`src/rtl/pwm_pkg.sv`:
```
package pwm_pkg;
  localparam int unsigned REG_W    = 32;
  localparam int unsigned CNT_W    = 16;
  localparam int unsigned PSC_W    = 17;
  localparam int unsigned CODE_W   = 4;
  localparam int unsigned EN_BIT   = 4;
  localparam int unsigned INV_BIT  = 5;
  localparam int unsigned GATE_BIT = 6;

  // zero marks a reserved code
  function automatic logic [PSC_W-1:0] psc_ratio(input logic [CODE_W-1:0] code);
    logic [PSC_W-1:0] r;
    case (code)
      4'd0:    r = PSC_W'(120);
      4'd1:    r = PSC_W'(180);
      4'd2:    r = PSC_W'(240);
      4'd3:    r = PSC_W'(360);
      4'd4:    r = PSC_W'(480);
      4'd8:    r = PSC_W'(12000);
      4'd9:    r = PSC_W'(24000);
      4'd10:   r = PSC_W'(36000);
      4'd11:   r = PSC_W'(48000);
      4'd12:   r = PSC_W'(72000);
      4'd15:   r = PSC_W'(1);
      default: r = '0;
    endcase
    return r;
  endfunction
endpackage

```
`src/rtl/pwm_regs.sv`:
```
module pwm_regs
  import pwm_pkg::*;
(
  input  logic             clk_i,
  input  logic             rst_ni,
  input  logic             wr_en_i,
  input  logic             addr_i,
  input  logic [REG_W-1:0] wdata_i,
  output logic [REG_W-1:0] ctrl_o,
  output logic [REG_W-1:0] pd_o,
  output logic [REG_W-1:0] rdata_o
);
  logic [REG_W-1:0] ctrl_q, pd_q;

  always_ff @(posedge clk_i or negedge rst_ni) begin
    if (!rst_ni) begin
      ctrl_q <= '0;
      pd_q   <= '0;
    end else if (wr_en_i) begin
      if (addr_i) pd_q   <= wdata_i;
      else        ctrl_q <= wdata_i;
    end
  end

  assign ctrl_o  = ctrl_q;
  assign pd_o    = pd_q;
  assign rdata_o = addr_i ? pd_q : ctrl_q;

  a_r2_ctrl_write: assert property (@(posedge clk_i) disable iff (!rst_ni)
    (wr_en_i && !addr_i) |=> ctrl_q == $past(wdata_i));
  a_r2_pd_write: assert property (@(posedge clk_i) disable iff (!rst_ni)
    (wr_en_i && addr_i) |=> pd_q == $past(wdata_i));
  a_r2_no_write_hold: assert property (@(posedge clk_i) disable iff (!rst_ni)
    !wr_en_i |=> $stable(ctrl_q) && $stable(pd_q));
endmodule

```
`src/rtl/pwm_prescaler.sv`:
```
module pwm_prescaler
  import pwm_pkg::*;
(
  input  logic              clk_i,
  input  logic              rst_ni,
  input  logic              en_i,
  input  logic              gate_i,
  input  logic [CODE_W-1:0] code_i,
  output logic              tick_o
);
  logic [PSC_W-1:0] ratio, div_q;
  logic run;

  assign ratio  = psc_ratio(code_i);
  assign run    = en_i && gate_i && (ratio != '0);
  // >= keeps a shrunken ratio from running the divider through its full range
  assign tick_o = run && (div_q >= ratio - PSC_W'(1));

  always_ff @(posedge clk_i or negedge rst_ni) begin
    if (!rst_ni)     div_q <= '0;
    else if (!run)   div_q <= '0;
    else if (tick_o) div_q <= '0;
    else             div_q <= div_q + PSC_W'(1);
  end

  a_r4_reserved_silent: assert property (@(posedge clk_i) disable iff (!rst_ni)
    (ratio == '0) |-> !tick_o);
  a_r5_gate_silent: assert property (@(posedge clk_i) disable iff (!rst_ni)
    !gate_i |-> !tick_o);
  a_r3_bypass_every_cycle: assert property (@(posedge clk_i) disable iff (!rst_ni)
    (en_i && gate_i && code_i == 4'hF) |-> tick_o);
endmodule

```
`src/rtl/pwm_core.sv`:
```
module pwm_core
  import pwm_pkg::*;
(
  input  logic             clk_i,
  input  logic             rst_ni,
  input  logic             en_i,
  input  logic             tick_i,
  input  logic             inv_i,
  input  logic [CNT_W-1:0] prd_i,
  input  logic [CNT_W-1:0] duty_i,
  output logic             pwm_o
);
  logic [CNT_W-1:0] cnt_q, prd_q, duty_q;
  logic wrap, active;

  assign wrap = ({1'b0, cnt_q} + (CNT_W+1)'(1)) >= {1'b0, prd_q};

  always_ff @(posedge clk_i or negedge rst_ni) begin
    if (!rst_ni) begin
      cnt_q  <= '0;
      prd_q  <= '0;
      duty_q <= '0;
    end else if (!en_i) begin
      cnt_q  <= '0;
      prd_q  <= prd_i;
      duty_q <= duty_i;
    end else if (tick_i) begin
      if (wrap) begin
        cnt_q  <= '0;
        prd_q  <= prd_i;
        duty_q <= duty_i;
      end else begin
        cnt_q  <= cnt_q + CNT_W'(1);
      end
    end
  end

  assign active = cnt_q < duty_q;
  assign pwm_o  = en_i ? (active ^ inv_i) : inv_i;

  a_r8_idle_clear: assert property (@(posedge clk_i) disable iff (!rst_ni)
    !en_i |=> cnt_q == '0);
  a_r5_count_hold: assert property (@(posedge clk_i) disable iff (!rst_ni)
    (en_i && !tick_i) |=> $stable(cnt_q));
  a_r9_shadow_hold: assert property (@(posedge clk_i) disable iff (!rst_ni)
    (en_i && !(tick_i && wrap)) |=> $stable(prd_q) && $stable(duty_q));
  a_r6_in_range: assert property (@(posedge clk_i) disable iff (!rst_ni)
    (prd_q != '0) |-> cnt_q < prd_q);
endmodule

```
`src/rtl/pwm_prescaled.sv`:
```
module pwm_prescaled
  import pwm_pkg::*;
(
  input  logic        clk_i,
  input  logic        rst_ni,
  input  logic        wr_en_i,
  input  logic        addr_i,
  input  logic [31:0] wdata_i,
  output logic [31:0] rdata_o,
  output logic        pwm_o
);
  logic [REG_W-1:0] ctrl, pd;
  logic tick;

  pwm_regs i_regs (
    .clk_i, .rst_ni, .wr_en_i, .addr_i, .wdata_i,
    .ctrl_o (ctrl),
    .pd_o   (pd),
    .rdata_o
  );

  pwm_prescaler i_psc (
    .clk_i, .rst_ni,
    .en_i   (ctrl[EN_BIT]),
    .gate_i (ctrl[GATE_BIT]),
    .code_i (ctrl[CODE_W-1:0]),
    .tick_o (tick)
  );

  pwm_core i_core (
    .clk_i, .rst_ni,
    .en_i   (ctrl[EN_BIT]),
    .tick_i (tick),
    .inv_i  (ctrl[INV_BIT]),
    .prd_i  (pd[2*CNT_W-1:CNT_W]),
    .duty_i (pd[CNT_W-1:0]),
    .pwm_o
  );

  a_r8_idle_level: assert property (@(posedge clk_i) disable iff (!rst_ni)
    !ctrl[EN_BIT] |-> pwm_o == ctrl[INV_BIT]);
endmodule

```
`config.mk`:
```
export PLATFORM = sky130hd
export DESIGN_NAME = pwm_prescaled
export DESIGN_NICKNAME = d
export VERILOG_FILES = /design/src/rtl/pwm_pkg.sv /design/src/rtl/pwm_regs.sv /design/src/rtl/pwm_prescaler.sv /design/src/rtl/pwm_core.sv /design/src/rtl/pwm_prescaled.sv
export SDC_FILE = /design/constraint.sdc
export NUM_CORES = 1
export LEC_CHECK = 0
export BUFFER_PORTS_ARGS = -buffer_cell sky130_fd_sc_hd__buf_4
export CAP_MARGIN = 25
export CELL_PAD_IN_SITES_DETAIL_PLACEMENT = 0
export CELL_PAD_IN_SITES_GLOBAL_PLACEMENT = 1
export CORE_UTILIZATION = 54
export CTS_BUF_LIST = sky130_fd_sc_hd__clkbuf_2 sky130_fd_sc_hd__clkbuf_4 sky130_fd_sc_hd__clkbuf_8
export CTS_CLUSTER_SIZE = 16
export DETAILED_ROUTE_END_ITERATION = 16
export PLACE_DENSITY = 0.91
export RECOVER_POWER = 100
export SETUP_SLACK_MARGIN = 0.02
export SYNTH_ARGS = -nofsm -noshare
export SYNTH_HDL_FRONTEND = slang
export SYNTH_HIERARCHICAL = 1
export SYNTH_SLANG_ARGS = --single-unit
```
`constraint.sdc`:
```
create_clock -name clk_i -period 6.4 [get_ports clk_i]
set_input_delay 1.92 -clock clk_i [delete_from_list [all_inputs] [get_ports clk_i]]
set_output_delay 1.92 -clock clk_i [all_outputs]
set_load 0.05 [all_outputs]
```
# Word-level counts from Yosys, hierarchy flattened
# Memories as Yosys holds them, arrays and structs flattened.
# Cells that the tools add are included.
# word_totals
romBits,256
register_bits,129
wordCells,38
output_inout_bits,33
inputBits,36
memories,1
# op_classes
eq_ne,2
n_mux,13
n_addsub,4
reduce_logical,7
order_cmp,3
bitwise_logic,2
# memory_table
name,depth,width,rd,rd_clocked_by_memory_dff,wr,line_no,rtl
(no name shown),16,16,1,0,0,pwm_pkg.sv:13,case (code)
# op_table
operator,n
16-bit 2-to-1 mux,9
17-bit 2-to-1 mux,2
32-bit 2-to-1 mux,1
"16-bit by 1-bit adder with 17-bit output, second input constant",1
"17-bit by 1-bit adder with 17-bit output, second input constant",1
17-bit by 16-bit greater-or-equal comparator with 1-bit output,1
17-bit greater-or-equal comparator,1
17-bit nonzero test,1
"17-bit by 1-bit subtractor with 17-bit output, second input constant",1
"16-bit by 1-bit adder with 16-bit output, second input constant",1
16-bit less-than comparator,1
2-bit AND reduction,3
"2-bit by 1-bit inequality test with 1-bit output, second input constant",2
1-bit logical AND,3
1-bit 2-to-1 mux,1
1-bit inverter,1
1-bit XOR,1

# Longest topological paths before layout
# Gate-level depths: netlist of run 1.
# An unclocked memory read counts as a cell.
# logic_depth
ltp_word,6
depth_mapped,18
mapped_depth_nobuf,17

# By module
# The synthesis of run 1 kept the hierarchy.
# modules_own_cells
mod,seq_area_each_um2,area_per_inst_um2,cells_each,instances
pwm_core,1201.2,3094.2,283,1
pwm_regs,1601.5,2776.4,173,1
pwm_prescaler,425.4,1700.4,192,1

# Worst setup path before layout of run 1
# Ideal clock, no wire load.
# synth_timing
path_kind,input to output
startpoint,input port addr_i
endpoint,output port rdata_o[0]
path_slack_ns,1.769
cell_stages,3
required_time_ns,4.480
arrival_ns,2.711
path_buffers,2
cell_sequence,buf_4 -> buf_2 -> mux2_2
# synth_via
elab_chain_cells,1
# synth_lines
element,line_no,rtl
"start, declared",pwm_prescaled.sv:7,"input logic addr_i,"
32-bit 2-to-1 mux,pwm_regs.sv:27,assign rdata_o = addr_i ? pd_q : ctrl_q;
"end, declared",pwm_prescaled.sv:9,"output logic [31:0] rdata_o,"
# No other way between the ends.

# Worst setup path after layout of run 1
# layout_timing
startpoint,register i_core.cnt_q[2]
endpoint,output port pwm_o
# layout_via
elab_chain_cells,3
# layout_lines
element,line_no,rtl
"start, declared",pwm_core.sv:13,"logic [CNT_W-1:0] cnt_q, prd_q, duty_q;"
"start signal, assigned",pwm_core.sv:33,cnt_q <= cnt_q + CNT_W'(1);
16-bit less-than comparator,pwm_core.sv:38,assign active = cnt_q < duty_q;
1-bit XOR,pwm_core.sv:39,assign pwm_o = en_i ? (active ^ inv_i) : inv_i;
1-bit 2-to-1 mux,pwm_core.sv:39,
"end, declared",pwm_prescaled.sv:10,output logic pwm_o
# No other way between the ends.

==> results of run 1 <==
[report_power, final]
group | internal, W | leakage [nW] | switching, W | total [W]
clock network | 0.000369 | 0.209 | 0.000358 | 0.000727
registers | 0.000967 | 1.59 | 0.000120 | 0.00109
logic | 0.000304 | 1.94 | 0.000456 | 0.000760
[state kept, by name, indices dropped and copies added (netlist names)]
name / cells
i_core/cnt_q: 16
i_regs/ctrl_o: 32
i_core/prd_q: 16
i_core/duty_q: 16
i_regs/pd_o: 32
i_psc/div_q: 17
[cells in the mapped netlist (6+ instances only)]
library cell,number,share of area (%)
ha_1,56,9.3
nor3_1,9,0.59
nand3_1,19,1.3
xnor2_1,19,2.2
mux2_4,30,5.9
dfrtp_1,129,43
a21oi_1,14,0.93
and3_1,6,0.50
mux2_2,97,14
nand4_1,13,1.1
nor2_1,34,1.7
xor2_1,12,1.4
o21ai_0,25,1.7
inv_1,45,2.2
nand2b_1,10,0.83
nand2_1,33,1.6
nor2_4,7,1.0
a22o_1,8,0.93
[metrics by stage]
step	cells	power (W)	util, %	setup WS (ns)	area [um^2]
after floorplan	648	0.00174	-	1.77	7570
after global placement	874	0.00194	60.5	1.52	8150
after detailed placement	875	0.00197	60.6	1.50	8150
after CTS	907	0.00270	63.6	1.46	8560
after global routing	909	0.00273	61.8	0.859	8320
final	909	0.00257	61.8	1.27	8320
[area by class of cell]
| cell class | instances | share of cell area, % |
|---|---|---|
| Clock buffer | 18 | 2.98 |
| Clock inverter | 14 | 1.99 |
| Inverter | 45 | 2.03 |
| Multi-Input combinational cell | 451 | 46.2 |
| Sequential cell | 129 | 38.8 |
| Tap cell | 176 | 2.65 |
| Timing Repair Buffer | 76 | 5.34 |
[kinds of logic after synthesis]
family / count (synthesis) / synth area share [%]
fa+ha+maj: 56 / 9.25
mux: 129 / 20.9
flops: 129 / 42.6
xor+xnor: 31 / 3.59
buf+inv: 68 / 4.91
compound gates: 80 / 7.47
simple gates: 155 / 11.3
[worst min-delay path by stage]
stage | depth (start not counted) | start | end | slack (ns)
floorplan | 1 | i_core/duty_q[0] | i_core/duty_q[0] | 0.47
global placement | 1 | i_regs/ctrl_o[28] | i_regs/ctrl_o[28] | 0.48
detailed placement | 1 | i_regs/ctrl_o[26] | i_regs/ctrl_o[26] | 0.49
CTS | 1 | i_regs/ctrl_o[26] | i_regs/ctrl_o[26] | 0.51
global route | 1 | i_core/duty_q[11] | i_core/duty_q[11] | 0.51
finish | 1 | i_core/duty_q[11] | i_core/duty_q[11] | 0.49
[worst register-to-register path, cell delays in order (launching register included)]
cell      delay [ns]
dfrtp_1         0.52
inv_1           0.16
ha_1            0.38
o41ai_1         0.82
and3_1          0.40
nor2_1          0.09
ha_1            0.30
a211oi_1        0.22
o21bai_1        0.12
a221oi_1        0.36
nand3_1         0.11
and2_0          0.18
nor2_1          0.09
clkbuf_1        0.50
nor2_1          0.34
a22o_1          0.33
[layer usage]
layer / up-vias / track usage, %
met3: 14 / 4.91
met1: 2560 / 30.5
met4: 0 / 7.79
met5: - / 0
met2: 97 / 39.4
li1: 2463 / -
[cells in the final DEF, fill, tap and decap left out, types with 6 or more instances in the layout]
cell and n:
a21oi_1 14, a22o_1 8, and3_1 6, buf_4 36, clkbuf_1 38, clkbuf_8 18
dfrtp_1 129, ha_1 56, inv_1 45, inv_6 6, mux2_1 28, mux2_2 97
nand2_1 33, nand2b_1 10, nand3_1 19, nand4_1 14, nor2_1 34, nor2_4 7
nor3_1 9, o21ai_0 25, xnor2_1 19, xor2_1 12
==> results.cfg, run 1 <==
[job]
maxCapViolCount = 3

[critical_path]
crit_end = pwm_o
path_depth = 9
r2r_slack_ns = 1.37
max_stage_delay_ns = 0.51
cp_cell_sequence = ha_1 > a21oi_1 > o21ai_0 > a21oi_1 > o21ai_0 > a2111oi_0 > buf_1 > xor2_1 > clkbuf_1
crit_fanout = 7
r2r-end = i_core/cnt_q[15]
cp.required_ns = 4.48
worst_r2r_path_depth = 15
worstSetupEndpointType = primary output
worstPathArrival_ns = 3.21
crit_family = compound AO/OA/AOI/OAI gates
path_buf_inv = 2
start_kind = register
worst_r2r_startpoint = i_regs/ctrl_o[1]
crit_start = i_core/cnt_q[2]
worstSetupPathType = reg -> out
slowest_stage = dfrtp_1

[timing]
rsz0062_at_grt = false
fin_skew_ns = 0.0119
tns_ns = 0
finalSetupViolCount = 0
min_period_ns = 5.13
tightest_slew_ns = 2.65
period_share_pct = 80.1
slew_viol_final = 115
max_freq_mhz = 195
holdWs_ns = 0.492
slew_headroom_pct = -76.7
hold_violations = 0

[power_and_ir_drop]
ir_worst_vdd_mv = 0.232
powerDensity_nw_per_um2 = 309
total_leakage_power_nw = 3.73

[die]
row_count = 42
die_area_um2 = 14500
core-area_um2 = 13500
dieWidth_um = 120
ios = 69
initial_core_util_pct = 56.3
die_h_um = 120

[placement]
dp_hpwl_um = 11300
io_buffers = 68
place_congestion = 0.860

[finish]
fillers = 1139
num_antenna_cells = 0
nets = 812
final_layout_size_suffix_gt1_share_pct = 25.2
regArea_um2 = 3230
multi_input_area_um2 = 3840
syn2layout_area_growth_pct = 9.85

[clocking]
clockBufferDepth = 2
cts_setup_buffers = 0
numClockSinks = 129
cts_tree = built
cts_buffers = 17
hold_buffers = 0
clk_latency_ns = 0.45
cts_resized = 0
path_clk_slew_ns = 0.07
cts_max_level = 4
cts-root-buf = clkbuf_8

[global_routing]
antenna_found_initial = 0
grt_max_degree = 82
grt-ovfl-total = 0
grt_pass1_vias = 5381
globalRouteTotalUtil_pct = 23.6
grt_first_pass_wirelength_um = 26600

[detailed_routing]
wirelength_um = 15600
avgViaCountPerCell = 5.65
wl_met2_um = 7800
detail_route.first_pass.iterations = 4
wl_met3_um = 541
wl_per_cell_um = 17.2
drc = 0
drt_iter0_drc = 397
final_antenna_net_count = 0
highest-signal-layer = met4
wl_met1_um = 7050
num_vias = 5134

[logic_synthesis]
syn_avg_cell_area_um2 = 11.7
ys_async_sr_fraction_pct = 100
ys_warn_count = 6
synth_edf_count = 0
synth.ff_latch_count = 129
synth_seq_area_share_pct = 42.6
syn_nets = 740
synth_ff_type = dfrtp_1
syn_inst = 648
synth_area_um2 = 7570
ys_types = 62

[run_status]
status = finished with violations
violations = max-capacitance violations, max-slew violations

[min_path]
hold_path_class = reg -> reg
Note: power is estimated with default switching activity, not from simulation.
==> run 2: changes to the inputs <==
--- a/config.mk
+++ b/config.mk
@@ -9,11 +9,11 @@
 export CAP_MARGIN = 25
 export CELL_PAD_IN_SITES_DETAIL_PLACEMENT = 0
 export CELL_PAD_IN_SITES_GLOBAL_PLACEMENT = 1
-export CORE_UTILIZATION = 54
+export CORE_UTILIZATION = 50
 export CTS_BUF_LIST = sky130_fd_sc_hd__clkbuf_2 sky130_fd_sc_hd__clkbuf_4 sky130_fd_sc_hd__clkbuf_8
 export CTS_CLUSTER_SIZE = 16
 export DETAILED_ROUTE_END_ITERATION = 16
-export PLACE_DENSITY = 0.91
+export PLACE_DENSITY = 0.85
 export RECOVER_POWER = 100
 export SETUP_SLACK_MARGIN = 0.02
 export SYNTH_ARGS = -nofsm -noshare
==> constraint.sdc (replaced) <==
create_clock -name clk_i -period 5.05 [get_ports clk_i]
set_input_delay 1.515 -clock clk_i [delete_from_list [all_inputs] [get_ports clk_i]]
set_output_delay 1.515 -clock clk_i [all_outputs]
set_load 0.05 [all_outputs]
==> results.cfg, run 2 (synthesis results as in run 1) <==
[finish]
syn2layout_area_growth_pct = 11.4
finalNonFillerCells = 919
fin_area_um2 = 8430
mostFrequentLayoutCell = dfrtp_1
most-common-layout-cells = dfrtp_1 (129), mux2_2 (93), ha_1 (56)
nets = 814
final_layout_size_suffix_gt1_share_pct = 26.1
num_antenna_cells = 0

[die]
die_h_um = 125
ios = 69
core-area_um2 = 14600
initial_core_util_pct = 51.7
die_area_um2 = 15600
dieWidth_um = 125
row_count = 44

[detailed_routing]
wl_per_cell_um = 17.6
drt_iter0_drc = 305
wirelength_um = 16200
num_vias = 5116
final_antenna_net_count = 0
avgViaCountPerCell = 5.57
detail_route.first_pass.iterations = 10
drc = 4

[clocking]
hold_buffers = 0
cts_resized = 0
cts_tree = built
cts_setup_buffers = 0
clockBufferDepth = 2
cts_buffers = 17
clk_latency_ns = 0.45
numClockSinks = 129
cts-root-buf = clkbuf_8
path_clk_slew_ns = 0.08
cts_max_level = 4

[timing]
max_freq_mhz = 213
min_period_ns = 4.70
rsz0062_at_grt = false
finalSetupViolCount = 0
tns_ns = 0
worst_slack_ns = 0.348
slew_viol_final = 121
slew_headroom_pct = -113
period_share_pct = 93.1
fin_skew_ns = 0.0131
tightest_slew_ns = 3.19
hold_violations = 0

[placement]
dp_cells = 885
pre_cts_ws_ns = 0.453
dp_hpwl_um = 11800
io_buffers = 68
dpl-instance-area_um2 = 8220
place_congestion = 0.869

[power_and_ir_drop]
total_leakage_power_nw = 3.80
powerDensity_nw_per_um2 = 401
totalPowerFinal_w = 0.00338
ir_worst_vdd_mv = 0.242

[critical_path]
r2r-end = i_core/duty_q[8]
crit_end = pwm_o
worstPathArrival_ns = 3.19
worst_r2r_path_depth = 16
crit_start = i_core/cnt_q[2]
worstSetupEndpointType = primary output
start_kind = register
r2r_slack_ns = 0.42
crit_fanout = 7
worstSetupPathType = reg -> out
cp.required_ns = 3.54
worst_r2r_startpoint = i_regs/ctrl_o[0]

[global_routing]
antenna_found_initial = 0
grt-ovfl-total = 0
grt_first_pass_wirelength_um = 27500
globalRouteTotalUtil_pct = 22.5
grt_pass1_vias = 5396
grt_max_degree = 73

[run_status]
violations = design-rule violations, max-capacitance violations, max-slew violations
status = finished with violations

[min_path]
hold_path_class = reg -> reg

[job]
maxCapViolCount = 3
-- run 2: worst min-delay path by stage --
stage | from | endpoint | slack [ns] | depth (start not counted)
global placement | i_regs/ctrl_o[24] | i_regs/ctrl_o[24] | 0.48 | 1
global route | i_core/duty_q[10] | i_core/duty_q[10] | 0.51 | 1
detailed placement | i_core/duty_q[12] | i_core/duty_q[12] | 0.49 | 1
finish | i_core/duty_q[13] | i_core/duty_q[13] | 0.49 | 1
floorplan | i_core/duty_q[0] | i_core/duty_q[0] | 0.47 | 1
CTS | i_regs/ctrl_o[13] | i_regs/ctrl_o[13] | 0.51 | 1
-- run 2: cell type report --
| class | instances | area, um^2 |
|---|---|---|
| Clock buffer | 22 | 297 |
| Clock inverter | 10 | 170 |
| Fill cell | 1277 | 6210 |
| Inverter | 45 | 169 |
| Multi-Input combinational cell | 451 | 3860 |
| Sequential cell | 129 | 3230 |
| Tap cell | 184 | 230 |
| Timing Repair Buffer | 78 | 480 |
-- run 2: report_power, final --
part	leakage, nW	switching [W]	total, W	internal [W]
Clock	0.230	0.000414	0.00102	0.000602
Combinational	1.99	0.000594	0.000990	0.000397
Sequential	1.59	0.000149	0.00138	0.00123
-- run 2: critical path, stage by stage (launching register included) --
cell and delay [ns]:
dfrtp_1 0.51, ha_1 0.36, a21oi_1 0.14, o21ai_0 0.10, a21oi_1 0.17, o21ai_0 0.13
a2111oi_0 0.39, buf_4 0.20, xor2_1 0.22, clkbuf_1 0.51
-- run 2: layer usage --
layer	wire (um)	share of wire (%)	vias up	track usage [%]
li1	-	-	2460	-
met1	7220	45	2554	28.5
met2	8250	51	81	38.2
met3	464	2.9	21	5.22
met4	280	1.7	0	7.32
met5	0	0	-	0
-- run 2: stage by stage --
stage / util (%) / hold WS (ns)
after global routing: 57.6 / 0.513
final: 57.6 / 0.486
after floorplan: - / 0.474
after detailed placement: 56.1 / 0.494
after global placement: 56.1 / 0.485
after CTS: 59.3 / 0.513
==> run 3: changes to the inputs <==
--- a/config.mk
+++ b/config.mk
@@ -9,6 +9,7 @@
 export CAP_MARGIN = 25
 export CELL_PAD_IN_SITES_DETAIL_PLACEMENT = 0
 export CELL_PAD_IN_SITES_GLOBAL_PLACEMENT = 1
+export CORE_MARGIN = 2
 export CORE_UTILIZATION = 50
 export CTS_BUF_LIST = sky130_fd_sc_hd__clkbuf_2 sky130_fd_sc_hd__clkbuf_4 sky130_fd_sc_hd__clkbuf_8
 export CTS_CLUSTER_SIZE = 16
==> results.cfg, run 3 (synthesis results as in run 1) <==
[clocking]
cts-root-buf = clkbuf_8
hold_buffers = 0
cts_max_level = 4
numClockSinks = 129
cts_resized = 0
cts_buffers = 17
cts_setup_buffers = 0
clockBufferDepth = 2
cts_tree = built
path_clk_slew_ns = 0.06
clk_latency_ns = 0.44

[timing]
tightest_slew_ns = 2.55
min_period_ns = 4.76
worst_slack_ns = 0.292
rsz0062_at_grt = false
slew_headroom_pct = -70.2
period_share_pct = 94.2
finalSetupViolCount = 0
max_freq_mhz = 210
fin_skew_ns = 0.0125
tns_ns = 0
hold_violations = 0
slew_viol_final = 100

[critical_path]
crit_fanout = 8
cp.required_ns = 3.54
crit_start = i_core/cnt_q[5]
max_stage_delay_ns = 0.87
slowest_stage = a2111oi_0
worstSetupEndpointType = primary output
crit_end = pwm_o
worst_r2r_path_depth = 16
worst_r2r_startpoint = i_regs/ctrl_o[0]
cp_cell_sequence = ha_1 > a21o_1 > a211oi_1 > o21ai_0 > a2111oi_0 > xor2_1 > clkbuf_2
r2r-end = i_core/prd_q[9]
worstPathArrival_ns = 3.24
r2r_slack_ns = 0.48
start_kind = register
worstSetupPathType = reg -> out

[finish]
final_layout_size_suffix_gt1_share_pct = 25.8
syn2layout_area_growth_pct = 10.8
most-common-layout-cells = dfrtp_1 (129), mux2_2 (94), ha_1 (56)
num_antenna_cells = 0
nets = 813
mostFrequentLayoutCell = dfrtp_1
fillers = 1293

[detailed_routing]
detail_route.first_pass.iterations = 5
drt_iter0_drc = 215
avgViaCountPerCell = 5.62
drc = 0
num_vias = 5155
wirelength_um = 16100
wl_per_cell_um = 17.6
final_antenna_net_count = 0

[die]
die_h_um = 127
core-area_um2 = 14600
ios = 69
row_count = 44
initial_core_util_pct = 51.7
die_area_um2 = 16100
dieWidth_um = 127

[min_path]
hold_path_class = reg -> reg

[global_routing]
globalRouteTotalUtil_pct = 21.4
grt_first_pass_wirelength_um = 27300
grt-ovfl-total = 0
antenna_found_initial = 0
grt_pass1_vias = 5478
grt_max_degree = 48

[job]
maxCapViolCount = 3

[power_and_ir_drop]
p_sw_share_pct = 33.4
total_leakage_power_nw = 3.77
p_clk_share_pct = 30.5
p_switching_w = 0.00112
pwr-share-comb_pct = 28.8
pwr-share-seq_pct = 40.7
powerDensity_nw_per_um2 = 402
ir_worst_vdd_mv = 0.212
intPower_w = 0.00225

[placement]
io_buffers = 68
pre_cts_ws_ns = 0.482
dp_hpwl_um = 11900
place_congestion = 0.917

[run_status]
status = finished with violations
violations = max-capacitance violations, max-slew violations
## run 3: cell types whose count changed in the layout (fill, tap and decap cells not counted), sizes merged
cell / previous run / this run
bufinv: 4 / 5
clkbuf: 58 / 62
inv: 48 / 45
clkinv: 1 / 2
dlymetal6s4s: 1 / 0
buf: 41 / 37
## run 3: critical path, delay by kind of cell (launching register included)
kind	cells	cell delay [ns]
AO/OA/AOI/OAI	4	1.42
XOR/XNOR	1	0.26
adder cells (fa/ha/maj)	1	0.34
buffers and inverters	1	0.32
flip-flops	1	0.47
## run 3: worst min-delay path by stage
stage | from | to | slack (ns) | depth (start not counted)
after floorplan | i_core/duty_q[0] | i_core/duty_q[0] | 0.47 | 1
after global placement | i_regs/ctrl_o[25] | i_regs/ctrl_o[25] | 0.48 | 1
after detailed placement | i_regs/ctrl_o[16] | i_regs/ctrl_o[16] | 0.49 | 1
after CTS | i_regs/ctrl_o[16] | i_regs/ctrl_o[16] | 0.51 | 1
after global routing | i_regs/ctrl_o[10] | i_regs/ctrl_o[10] | 0.51 | 1
final | i_core/duty_q[5] | i_core/duty_q[5] | 0.49 | 1
## run 3: per-layer routing
layer  global-route usage, %  wire length [um]
met5                       0                 0
met4                    7.56               349
met3                    4.48               471
met2                    35.9              7990
met1                    27.5              7340
## run 3: stage by stage
stage	std cells	cell area (um^2)	util [%]	power [W]	hold slack, ns
after detailed placement	885	8180	55.8	0.00250	0.492
final	917	8390	57.3	0.00337	0.490
after CTS	916	8650	59.0	0.00354	0.509
after global routing	917	8390	57.3	0.00358	0.515
after global placement	885	8180	55.8	0.00246	0.485
after floorplan	648	7570	-	0.00221	0.474
## run 3: power by group through the flow
stage / clock (W) / sequential, W / combinational (W)
6_report: 0.00103 / 0.00137 / 0.000970
2_1_floorplan: 0 / 0.00134 / 0.000872
3_3_place_gp: 0 / 0.00139 / 0.00107
5_1_grt: 0.00110 / 0.00140 / 0.00107
3_5_place_dp: 0 / 0.00140 / 0.00110
4_1_cts: 0.00105 / 0.00138 / 0.00111
## run 3: cell type report
type | count | area, um^2 | area share (%)
tap | 184 | 230 | 2.74
clock buffer | 22 | 290 | 3.46
sequential | 129 | 3230 | 38.5
timing repair buffer | 77 | 439 | 5.24
inverter | 45 | 169 | 2.01
clock inverter | 9 | 179 | 2.13
multi-input combinational | 451 | 3850 | 45.9
